===== config.mk =====
export PLATFORM = sky130hd
export DESIGN_NAME = adbus_wavegen
export DESIGN_NICKNAME = d
export VERILOG_FILES = /design/src/rtl/adbus_wavegen.sv
export SDC_FILE = /design/constraint.sdc
export NUM_CORES = 1
export LEC_CHECK = 0
export BUFFER_PORTS_ARGS = -buffer_cell sky130_fd_sc_hd__buf_2
export CORE_ASPECT_RATIO = 0.7
export CORE_MARGIN = 2
export CORE_UTILIZATION = 55
export DETAILED_ROUTE_END_ITERATION = 16
export MAX_ROUTING_LAYER = met4
export PLACE_DENSITY = 0.91
export SLEW_MARGIN = 10
export SYNTH_ARGS = -nofsm -noshare
export SYNTH_HDL_FRONTEND = slang
export SYNTH_SLANG_ARGS = --single-unit

===== constraint.sdc =====
create_clock -name clk -period 4.3 [get_ports clk]
set_input_delay 0.645 -clock clk [delete_from_list [all_inputs] [get_ports clk]]
set_output_delay 0.645 -clock clk [all_outputs]
set_load 0.05 [all_outputs]

===== src/rtl/adbus_wavegen.sv =====
module adbus_wavegen #(
  parameter int CW   = 8,
  parameter int DW   = 16,
  parameter int NGEN = 4
) (
  input  logic                 clk,
  input  logic                 rst_n,
  input  logic                 mode_6800,
  input  logic [NGEN*CW-1:0]   gen_up,
  input  logic [NGEN*CW-1:0]   gen_dn,
  input  logic [CW-1:0]        size_cmd_wr,
  input  logic [CW-1:0]        size_dat_wr,
  input  logic [CW-1:0]        size_rd,
  input  logic [1:0]           map_wr_cs,
  input  logic [1:0]           map_wr_stb,
  input  logic [1:0]           map_rd_cs,
  input  logic [1:0]           map_rd_stb,
  input  logic                 req_valid,
  input  logic                 req_read,
  input  logic                 req_cmd,
  input  logic [DW-1:0]        req_wdata,
  output logic                 ready,
  output logic                 done,
  output logic                 cs_n,
  output logic                 wr_n,
  output logic                 rd_n,
  output logic                 rs,
  output logic [DW-1:0]        bus_out,
  output logic                 bus_oe,
  input  logic [DW-1:0]        bus_in,
  output logic [DW-1:0]        rd_data,
  output logic                 rd_valid
);
  localparam int SW = 2;

  logic               busy;
  logic [CW-1:0]      k;
  logic [CW-1:0]      len_q;
  logic [NGEN*CW-1:0] up_q, dn_q;
  logic [SW-1:0]      sel_cs, sel_stb;
  logic               rd_q, cmd_q;
  logic [DW-1:0]      wd_q;
  logic               done_q, rv_q;
  logic [DW-1:0]      rdat_q;

  logic [CW-1:0]      up_a [NGEN];
  logic [CW-1:0]      dn_a [NGEN];
  logic [NGEN-1:0]    lvl;

  for (genvar g = 0; g < NGEN; g++) begin : g_gen
    assign up_a[g] = up_q[g*CW +: CW];
    assign dn_a[g] = dn_q[g*CW +: CW];
    assign lvl[g]  = busy && (up_a[g] < dn_a[g]) && (k >= up_a[g]) && (k < dn_a[g]);
  end

  logic          cs_lvl, stb_lvl, last, grab, take;
  logic [CW:0]   k_nx;

  assign cs_lvl  = lvl[sel_cs];
  assign stb_lvl = lvl[sel_stb];
  assign k_nx    = {1'b0, k} + {{CW{1'b0}}, 1'b1};
  assign last    = k_nx >= {1'b0, len_q};
  assign grab    = busy && rd_q && (up_a[sel_stb] < dn_a[sel_stb]) && (k == dn_a[sel_stb]);
  assign take    = !busy && req_valid;

  always_ff @(posedge clk) begin
    if (!rst_n) begin
      busy    <= 1'b0;
      k       <= '0;
      len_q   <= '0;
      up_q    <= '0;
      dn_q    <= '0;
      sel_cs  <= '0;
      sel_stb <= '0;
      rd_q    <= 1'b0;
      cmd_q   <= 1'b0;
      wd_q    <= '0;
      done_q  <= 1'b0;
      rv_q    <= 1'b0;
      rdat_q  <= '0;
    end else begin
      done_q <= busy && last;
      rv_q   <= grab;
      if (grab) rdat_q <= bus_in;
      if (busy) begin
        if (last) busy <= 1'b0;
        else      k    <= k_nx[CW-1:0];
      end else if (take) begin
        busy    <= 1'b1;
        k       <= '0;
        up_q    <= gen_up;
        dn_q    <= gen_dn;
        rd_q    <= req_read;
        cmd_q   <= req_cmd;
        wd_q    <= req_wdata;
        len_q   <= req_read ? size_rd : (req_cmd ? size_cmd_wr : size_dat_wr);
        sel_cs  <= req_read ? map_rd_cs  : map_wr_cs;
        sel_stb <= req_read ? map_rd_stb : map_wr_stb;
      end
    end
  end

  assign ready    = !busy;
  assign done     = done_q;
  assign cs_n     = !cs_lvl;
  assign rs       = !(busy && cmd_q);
  assign wr_n     = mode_6800 ? (!busy || rd_q) : !(busy && !rd_q && stb_lvl);
  assign rd_n     = mode_6800 ? stb_lvl         : !(busy && rd_q && stb_lvl);
  assign bus_oe   = busy && !rd_q;
  assign bus_out  = wd_q;
  assign rd_data  = rdat_q;
  assign rd_valid = rv_q;
endmodule


# Word level (Yosys, flattened, before mapping)
# Index checks and enable logic that the tools add are counted.
# totals
input_bits	134
out_inout_bits	40
regBits	121
# op_classes
reduce_logical	31
n_mux	22
n_eq_ne	2
n_bitwise	2
order_cmp	17
add_sub_neg	1
# ops
cell	n
$lt A8 B8 Y1	9
$mux W8	9
$bmux W8 S2	2
$ge A8 B8 Y1	4
$logic_and A1 B1 Y1	21
$add A8 B1 Y9 const B	1
$ge A9 B8 Y1	1
$eq A8 B8 Y1	1
$mux W1	7
$logic_not A1 Y1	6
$lt A2 B3 Y1 const B	2
$bmux W1 S2	2
$mux W2	2
$reduce_and A2 Y1	2
$ge A3 B3 Y1 const B	1
$not A2 Y3	1
$ne A2 B2 Y1 const B	1
$reduce_bool A2 Y1	1
$logic_or A1 B1 Y1	1
$not A1 Y1	1

# Depth between registers and ports, before layout
# Gate-level depths: netlist (run 1).
# logic_depth
depth_word	9
mapped_depth	13

# Worst setup path before layout (run 1)
# OpenSTA, ideal clock, no wires.
# synth_timing
path_kind	register to output
from	register k[0]
to	output wr_n
path_slack_ns	0.021
t_required_ns	3.655
path_stages_with_launch	10
n_path_buf	1
t_arrival_ns	3.634
path_cell_list	dfxtp_1 clkbuf_1 inv_1 ha_1 nand2b_1 a211oi_1 nor3_1 o41ai_1 o22ai_1 o41ai_1
# synth_via
elab_chain_len	8
# synth_lines
element	line	text
start: declaration	37	logic [CW-1:0] k;
start signal: assignment	87	else k <= k_nx[CW-1:0];
$ge A8 B8 Y1	53	assign lvl[g] = busy && (up_a[g] < dn_a[g]) && (k >= up_a[g]) && (k < dn_a[g]);
$logic_and A1 B1 Y1 (2 in a row)	53	
$bmux W1 S2 (*)	60	assign stb_lvl = lvl[sel_stb];
$mux W1 (not written as such) (*)	60	
$logic_and A1 B1 Y1 (*)	107	assign wr_n = mode_6800 ? (!busy || rd_q) : !(busy && !rd_q && stb_lvl);
$logic_not A1 Y1 (*)	107	
$mux W1 (*)	107	
end: declaration	25	output logic wr_n,
# Mark *: on every way between the ends. The rest lies on a longest branch, timed or not. The select of a mux whose other input is x is not followed.

# Final worst setup path (run 1)
# layout_timing
from	register k[0]
to	output rd_n
# layout_via
elab_chain_len	8
# layout_lines
element	line	text
$ge A8 B8 Y1	53	
$logic_and A1 B1 Y1 (2 in a row)	53	
$bmux W1 S2 (*)	60	
$mux W1 (not written as such) (*)	60	
$logic_and A1 B1 Y1	108	assign rd_n = mode_6800 ? stb_lvl : !(busy && rd_q && stb_lvl);
$logic_not A1 Y1	108	
$mux W1 (*)	108	
end: declaration	26	output logic rd_n,
# Marks and branches as above.

==> results.md, run 1 <==
- Status: complete, no violations
- Top cells by area, synth: dfxtp_1 32%, ha_1 17%, nand2_1 10%
- CTS tree: built
- GRT Overall Usage: 0.305
- Clk pwr share: 0.419
- Total CTS buffers: 17
- Most frequent cell after synthesis: nand2_1
- Peak Freq: 0.239 GHz
- IO buf count: roughly 170
- Hold buffers post-CTS: 0
- Final Hold Fails: 0
- Placed wire-length estimate: 16.0 mm
- Crit path largest cell delay: around 580 ps
- Critical path buffer and inverter count: 2
- Netlist cell types: between 50 and 60
- Vias per cell: around 5.7
- Starting Density: 0.567
- Yosys top cell area share: 0.322
- FF+latch count, synth: around 120
- Post_cts resized: 0
- RSZ-0062 raised after global routing: no
- Switching share of power: 0.299
- Row Count: 35
- Register clock-pin slew on the reported worst setup and hold paths: approximately 60 ps
- Min Tclk post-route: roughly 4200 ps
- Ys Warns: 0
- Seq pwr share: 0.386
- Sequential share of the synthesized area: 0.322
- Worst slew margin: 0.359
- Largest net degree at the start of global routing: 64
- Final Util: 0.684
- Critical path required time: roughly 3700 ps
- Synthesized area: between 7000 and 8000 sq um
- Number of clock sinks: around 120
- Initial antenna violation count: 1
- Area Overhead vs Synth: 20.7%
- Longest Clk Path Bufs: 2
- Vias in the first global route: about 6,800
- Synthesized Nets: around 1,200
- Final ANT Viol Nets: 0
- Synth top cells by count: 210 x nand2_1, 121 x dfxtp_1, 116 x a21oi_1
- Slew Viols, Final: 0
- Wire length of the first global-routing pass: 33.5 mm
- Ports: approximately 170
- Delay-heaviest family, CP: compound AO/OA/AOI/OAI gates
- Dpl cell area: roughly 8500 sq um
- Critical path's slowest cell: dfxtp_1
- Combinational share of power: 0.194
- Pint: ~2.3 mW
- Crit start category: register
- CTS Root Cell: clkbuf_16
- Total gr overflow: 0
- DRC: 0
- Wirelength per Cell: ~17 microns
- Post-synth top flop: dfxtp_1
- Share of post-route cells with drive strength above 1: 0.211
- Final design area excluding fillers: 9070 sq um
- CP cell instances: inv_1, ha_1, nand2b_1, a211oi_1, o21bai_1, a221oi_1, nor4_1, nor3_1, mux2i_1, buf_2
- Core Box Area: about 13,000 sq um
- WP data arrival: roughly 3500 ps
- # nets final: 1,319
- Clock skew: around 6.5 ps
- Period utilization: 0.974
- Initial DRT Pass Iterations: 5
- Crit path kind: register to output pin
- Chip height: between 100 and 150 microns
- Setup_tns: 0 ps
- Post-synth EDFFs: 0
- DR vias: approximately 7,200
- Maximum Capacitance Violations: 0
- Htree depth: 4
- Synth area leader: dfxtp_1
- Routed WL: around 21 mm
- Synth Instances: 929
- Crit Path Max Fanout: 11
- PD cells: between 300 and 400 nW/um^2
- Syn_area_per_cell: ~8.1 sq um
- Die width: around 140 microns
- Pwr Total: 3.30 mW
- Post-synth ARST share: 0
- Max VDD drop: between 0.0002 and 0.0003 V
- Critical path endpoint category: output pin
- Slew at the pin with the worst max-slew slack: between 900 and 1000 ps
- Final Setup Violations: 0
- Worst min path class: register to register
- Psw: around 990 uW
- Setup bufs post-CTS: 0
- Placer Congestion: roughly 1.0
- Die Area: about 15,000 sq um
- Initial drt markers: ~490
- Clk_lat worst skew: roughly 420 ps
- Leak: approximately 4.2 nW
-- layout make-up --
| cell class | count | area (sq um) |
|---|---|---|
| multi-input combinational | 682 | 4600 |
| fill | 1097 | 4200 |
| sequential | 121 | 2420 |
| timing repair buffer | 180 | 943 |
| clock buffer | 21 | 450 |
| inverter | 79 | 298 |
| tap | 185 | 231 |
| clock inverter | 11 | 123 |
| antenna | 1 | 2.50 |
-- metal layers --
| layer | up-vias | share of wire | track usage |
|---|---|---|---|
| met4 | 0 | 0.022 | 0.109 |
| met2 | 371 | 0.42 | 0.448 |
| li1 | 3505 | - | - |
| met1 | 3315 | 0.45 | 0.406 |
| met3 | 58 | 0.11 | 0.0815 |
| met5 | - | 0 | - |
-- cells by family (layout without fill, tap and decap cells) --
logic type,after synthesis,after routing,synth area share
other,0,1,0
AOI/OAI and AO/OA,199,199,0.153
DFF,121,121,0.322
and+or+nand+nor,324,324,0.184
buffers and inverters,126,291,0.0671
xor gates and xnor gates,10,10,0.0117
muxes,45,45,0.0880
adders and majority gates,104,104,0.173
-- flip-flops by register name, indices dropped and copies added, names as in the netlist --
register	count
busy	1
rd_data	16
rd_valid	1
up_q	32
dn_q	32
sel_cs	2
bus_out	16
len_q	8
k	8
done	1
sel_stb	2
rd_q	1
cmd_q	1
-- power by group through the flow --
stage	Clock (mW)	Sequential [mW]	Combinational, mW
2_1_floorplan	0	1.29	0.420
3_3_place_gp	0	1.29	0.612
3_5_place_dp	0	1.29	0.626
4_1_cts	1.39	1.27	0.634
5_1_grt	1.44	1.28	0.713
6_report	1.38	1.28	0.641
-- cell usage in the layout (no fill, tap or decap), types with 8 or more instances in the layout --
cell type  instances
a211oi_1          12
a21o_1            10
a21oi_1          116
buf_2            173
clkbuf_16         17
dfxtp_1          121
ha_1             104
inv_1             78
mux2i_1           29
mux4_2            13
nand2_1          209
nand2b_1          11
nand3_1           13
nand4_1           11
nor2_1            45
o21ai_0           27
xnor2_1            8
-- worst paths after layout --
check | startpoint | to | slack, ps | cells after the start
worst max-delay path | k[0] | rd_n | 110 | 10
worst max register to register | k[1] | k[2] | 600 | 10
worst min-delay path | bus_out[9] | bus_out[9] | 450 | 2
worst min register to register | bus_out[9] | bus_out[9] | 450 | 2
-- worst register-to-register path, stage by stage (launching register included) --
cell and delay, ps:
dfxtp_1 660, ha_1 330, nand3_1 160, or3_1 430, nand2_1 80, ha_1 230, and3_1 180, a221oi_1 330
o2111ai_1 480, or3b_2 610, a21oi_1 150
-- metrics by stage --
step                      setup WS, ps  instances  hold slack [ps]
final                              112       1280              452
after global routing              34.4       1280              453
after CTS                          245       1279              452
after detailed placement           694       1247              445
after global placement             774       1247              439
after floorplan                   21.1        929              436
Note: power is estimated with default switching activity, not from simulation.
==> run 2: changes to the inputs <==
--- a/config.mk
+++ b/config.mk
@@ -13,5 +13,6 @@
 export MAX_ROUTING_LAYER = met4
 export PLACE_DENSITY = 0.91
-export SLEW_MARGIN = 10
+export REMOVE_ABC_BUFFERS = 1
+export SLEW_MARGIN = 5
 export SYNTH_ARGS = -nofsm -noshare
 export SYNTH_HDL_FRONTEND = slang
==> constraint.sdc (replaced) <==
create_clock -name clk -period 4.3 [get_ports clk]
set_input_delay 0.215 -clock clk [delete_from_list [all_inputs] [get_ports clk]]
set_output_delay 0.215 -clock clk [all_outputs]
set_load 0.05 [all_outputs]
==> run 2 against run 1 <==
Against the previous run: routed wire length fell by 7.1%; first-iteration DRC count fell by 1.2%; final cell count rose by 0.16%; largest cell class unchanged; critical endpoint unchanged.
==> results.md, run 2 (synthesized netlist as in run 1, its figures left out) <==
- Hold Path Depth: 3 (was 2)
- Critical path's slowest cell: dfxtp_1 (unchanged)
- Core Box Area: 13,300 sq um (unchanged)
- Placed Cells incl. Taps: 1,250 (was 1,247)
- Wire length of the first global-routing pass: 32.0 mm (was 33.5 mm)
- Final Hold Fails: 0 (unchanged)
- Period utilization: 0.882 (was 0.974)
- Starting Density: 0.567 (unchanged)
- Fill cells: 1,114 (was 1,097)
- Leak: 4.30 nW (was 4.22 nW)
- Psw: 974 uW (was 986 uW)
- Min-delay src: req_wdata[12] (was bus_out[9])
- Final Setup Violations: 0 (unchanged)
- WP data arrival: 3580 ps (was 3540 ps)
- Min Tclk post-route: 3790 ps (was 4190 ps)
- PD cells: 386 nW/um^2 (was 364 nW/um^2)
- Setup bufs post-CTS: 0 (unchanged)
- Seq pwr share: 0.357 (was 0.386)
- Initial antenna violation count: 0 (was 1)
- Largest net degree at the start of global routing: 58 (was 64)
- CP cell instances: inv_1, ha_1, nand2b_1, a211oi_1, nor3_1, o41ai_1, o22ai_1, nor3_1, mux2i_1, buf_2 (was inv_1, ha_1, nand2b_1, a211oi_1, o21bai_1, a221oi_1, nor4_1, nor3_1, mux2i_1, buf_2)
- Clk_lat worst skew: 420 ps (about the same)
- Post-route insts no fill: 1,282 (was 1,280)
- Initial drt markers: 480 (was 486)
- Most frequent cells in the layout: 209 x nand2_1, 173 x buf_2, 121 x dfxtp_1 (unchanged)
- GRT Overall Usage: 0.286 (was 0.305)
- Switching share of power: 0.275 (was 0.299)
- Total gr overflow: 0 (unchanged)
- Die width: 144 microns (unchanged)
- Crit start category: register (unchanged)
- Critical path endpoint category: output pin (unchanged)
- Critical path required time: 4090 ps (was 3650 ps)
- Maximum Capacitance Violations: 0 (unchanged)
- Delay-heaviest family, CP: compound AO/OA/AOI/OAI gates (unchanged)
- Ports: 174 (unchanged)
- Crit path largest cell delay: 590 ps (was 580 ps)
- Row Count: 35 (unchanged)
- Metal2 WL: 8.82 mm (was 8.92 mm)
- CTS tree: built (unchanged)
- Clk pwr share: 0.463 (was 0.419)
- Crit Path Max Fanout: 11 (unchanged)
- Most common cell after layout, fill and taps aside: nand2_1 (unchanged)
- Die Area: 14,600 sq um (unchanged)
- Worst min path class: input port to register (was register to register)
- Worst Setup Slack post-DPL: 864 ps (was 694 ps)
- Initial DRT Pass Iterations: 5 (unchanged)
- Endpoint with the worst hold slack: bus_out[12] (was bus_out[9])
- DR top layer: met4 (unchanged)
- Setup slack, reg-to-reg: 780 ps (was 600 ps)
- Number of clock sinks: 121 (unchanged)
- Worst slew margin: 0.378 (was 0.359)
- Crit path kind: register to output pin (unchanged)
- FF-to-FF Start: k[1] (unchanged)
- Routed wl met3: 1.75 mm (was 2.30 mm)
- Vias in the first global route: 6,744 (was 6,834)
- IO buf count: 173 (unchanged)
- Wirelength per Cell: 15.4 microns (was 16.6 microns)
- Pint: 2.57 mW (was 2.32 mW)
- Post_cts resized: 0 (unchanged)
- Register clock-pin slew on the reported worst setup and hold paths: 60 ps (about the same)
- Most Frequent Cell on Critical Path: nor3_1
- Critical path buffer and inverter count: 2 (unchanged)
- Wl on met1: 8.96 mm (was 9.56 mm)
- Placer Congestion: 0.967 (was 0.997)
- Share of post-route cells with drive strength above 1: 0.215 (was 0.211)
- Biggest regs: dn_q x32, up_q x32 (unchanged)
- Hold buffers post-CTS: 0 (unchanged)
- Setup_tns: 0 ps (unchanged)
- Area Overhead vs Synth: 22.2% (was 20.7%)
- Total CTS buffers: 17 (unchanged)
- Final Util: 0.692 (was 0.684)
- Max VDD drop: 0.000284 V (was 0.000253 V)
- Placed wire-length estimate: 14.7 mm (was 16.0 mm)
- Peak Freq: 0.264 GHz (was 0.239 GHz)
- Longest Clk Path Bufs: 2 (unchanged)
- Combinational share of power: 0.180 (was 0.194)
- CTS Root Cell: clkbuf_16 (unchanged)
- Final ANT Viol Nets: 0 (unchanged)
- Htree depth: 4 (unchanged)
- Status: complete, no violations (unchanged)
- Routed WL: 19.8 mm (was 21.3 mm)
- RR Endpoint: k[2] (unchanged)
- Slew Viols, Final: 0 (unchanged)
- Worst Reg-to-Reg Cells: 10 (unchanged)
- DRC: 0 (unchanged)
- # diodes: 0 (was 1)
- DR vias: 7,061 (was 7,249)
- CP Launch Point: k[0] (unchanged)
- Final WS setup: 509 ps (was 112 ps)
- Final design area excluding fillers: 9180 sq um (was 9070 sq um)
- # nets final: 1,322 (was 1,319)
- Slew at the pin with the worst max-slew slack: 931 ps (was 960 ps)
- Chip height: 102 microns (unchanged)
- Clock skew: 6.89 ps (was 6.49 ps)
- RSZ-0062 raised after global routing: no (unchanged)
- Vias per cell: 5.51 (was 5.66)
- Dpl cell area: 8510 sq um (was 8500 sq um)
## run 2: per-stage QoR
stage	hold WS (ps)	total power, mW
2_1_floorplan	351	1.69
3_3_place_gp	439	1.89
3_5_place_dp	443	1.91
4_1_cts	20.9	3.55
5_1_grt	18.8	3.69
6_report	25.8	3.54
## run 2: layout make-up
class | count | area, sq um | share of cell area
Clock buffer | 20 | 457 | 0.0497
Multi-Input combinational cell | 682 | 4600 | 0.501
Tap cell | 185 | 231 | 0.0252
Clock inverter | 12 | 220 | 0.0240
Inverter | 79 | 298 | 0.0324
Timing Repair Buffer | 183 | 953 | 0.104
Sequential cell | 121 | 2420 | 0.264
## run 2: worst max path at each step
stage	to	slack, ps	cells past startpoint
finish	rd_n	510	10
global route	rd_n	280	10
CTS	rd_n	560	10
detailed placement	k[2]	860	10
global placement	k[2]	970	10
floorplan	sel_cs[0]	340	2
## run 2: tightest hold or removal path, cell delays in order
cell	delay, ps
buf_2	90
nand2_1	40
a21oi_1	50
## run 2: metal layers
layer	vias up	track usage
li1	3512	-
met1	3238	0.383
met2	286	0.447
met3	25	0.0665
met4	0	0.0596
met5	-	-
## run 2: power groups by stage
stage / combinational, mW / clock, mW / sequential, mW
floorplan: 0.396 / 0 / 1.30
global placement: 0.605 / 0 / 1.28
detailed placement: 0.625 / 0 / 1.29
CTS: 0.635 / 1.65 / 1.26
global route: 0.712 / 1.71 / 1.27
finish: 0.636 / 1.64 / 1.26
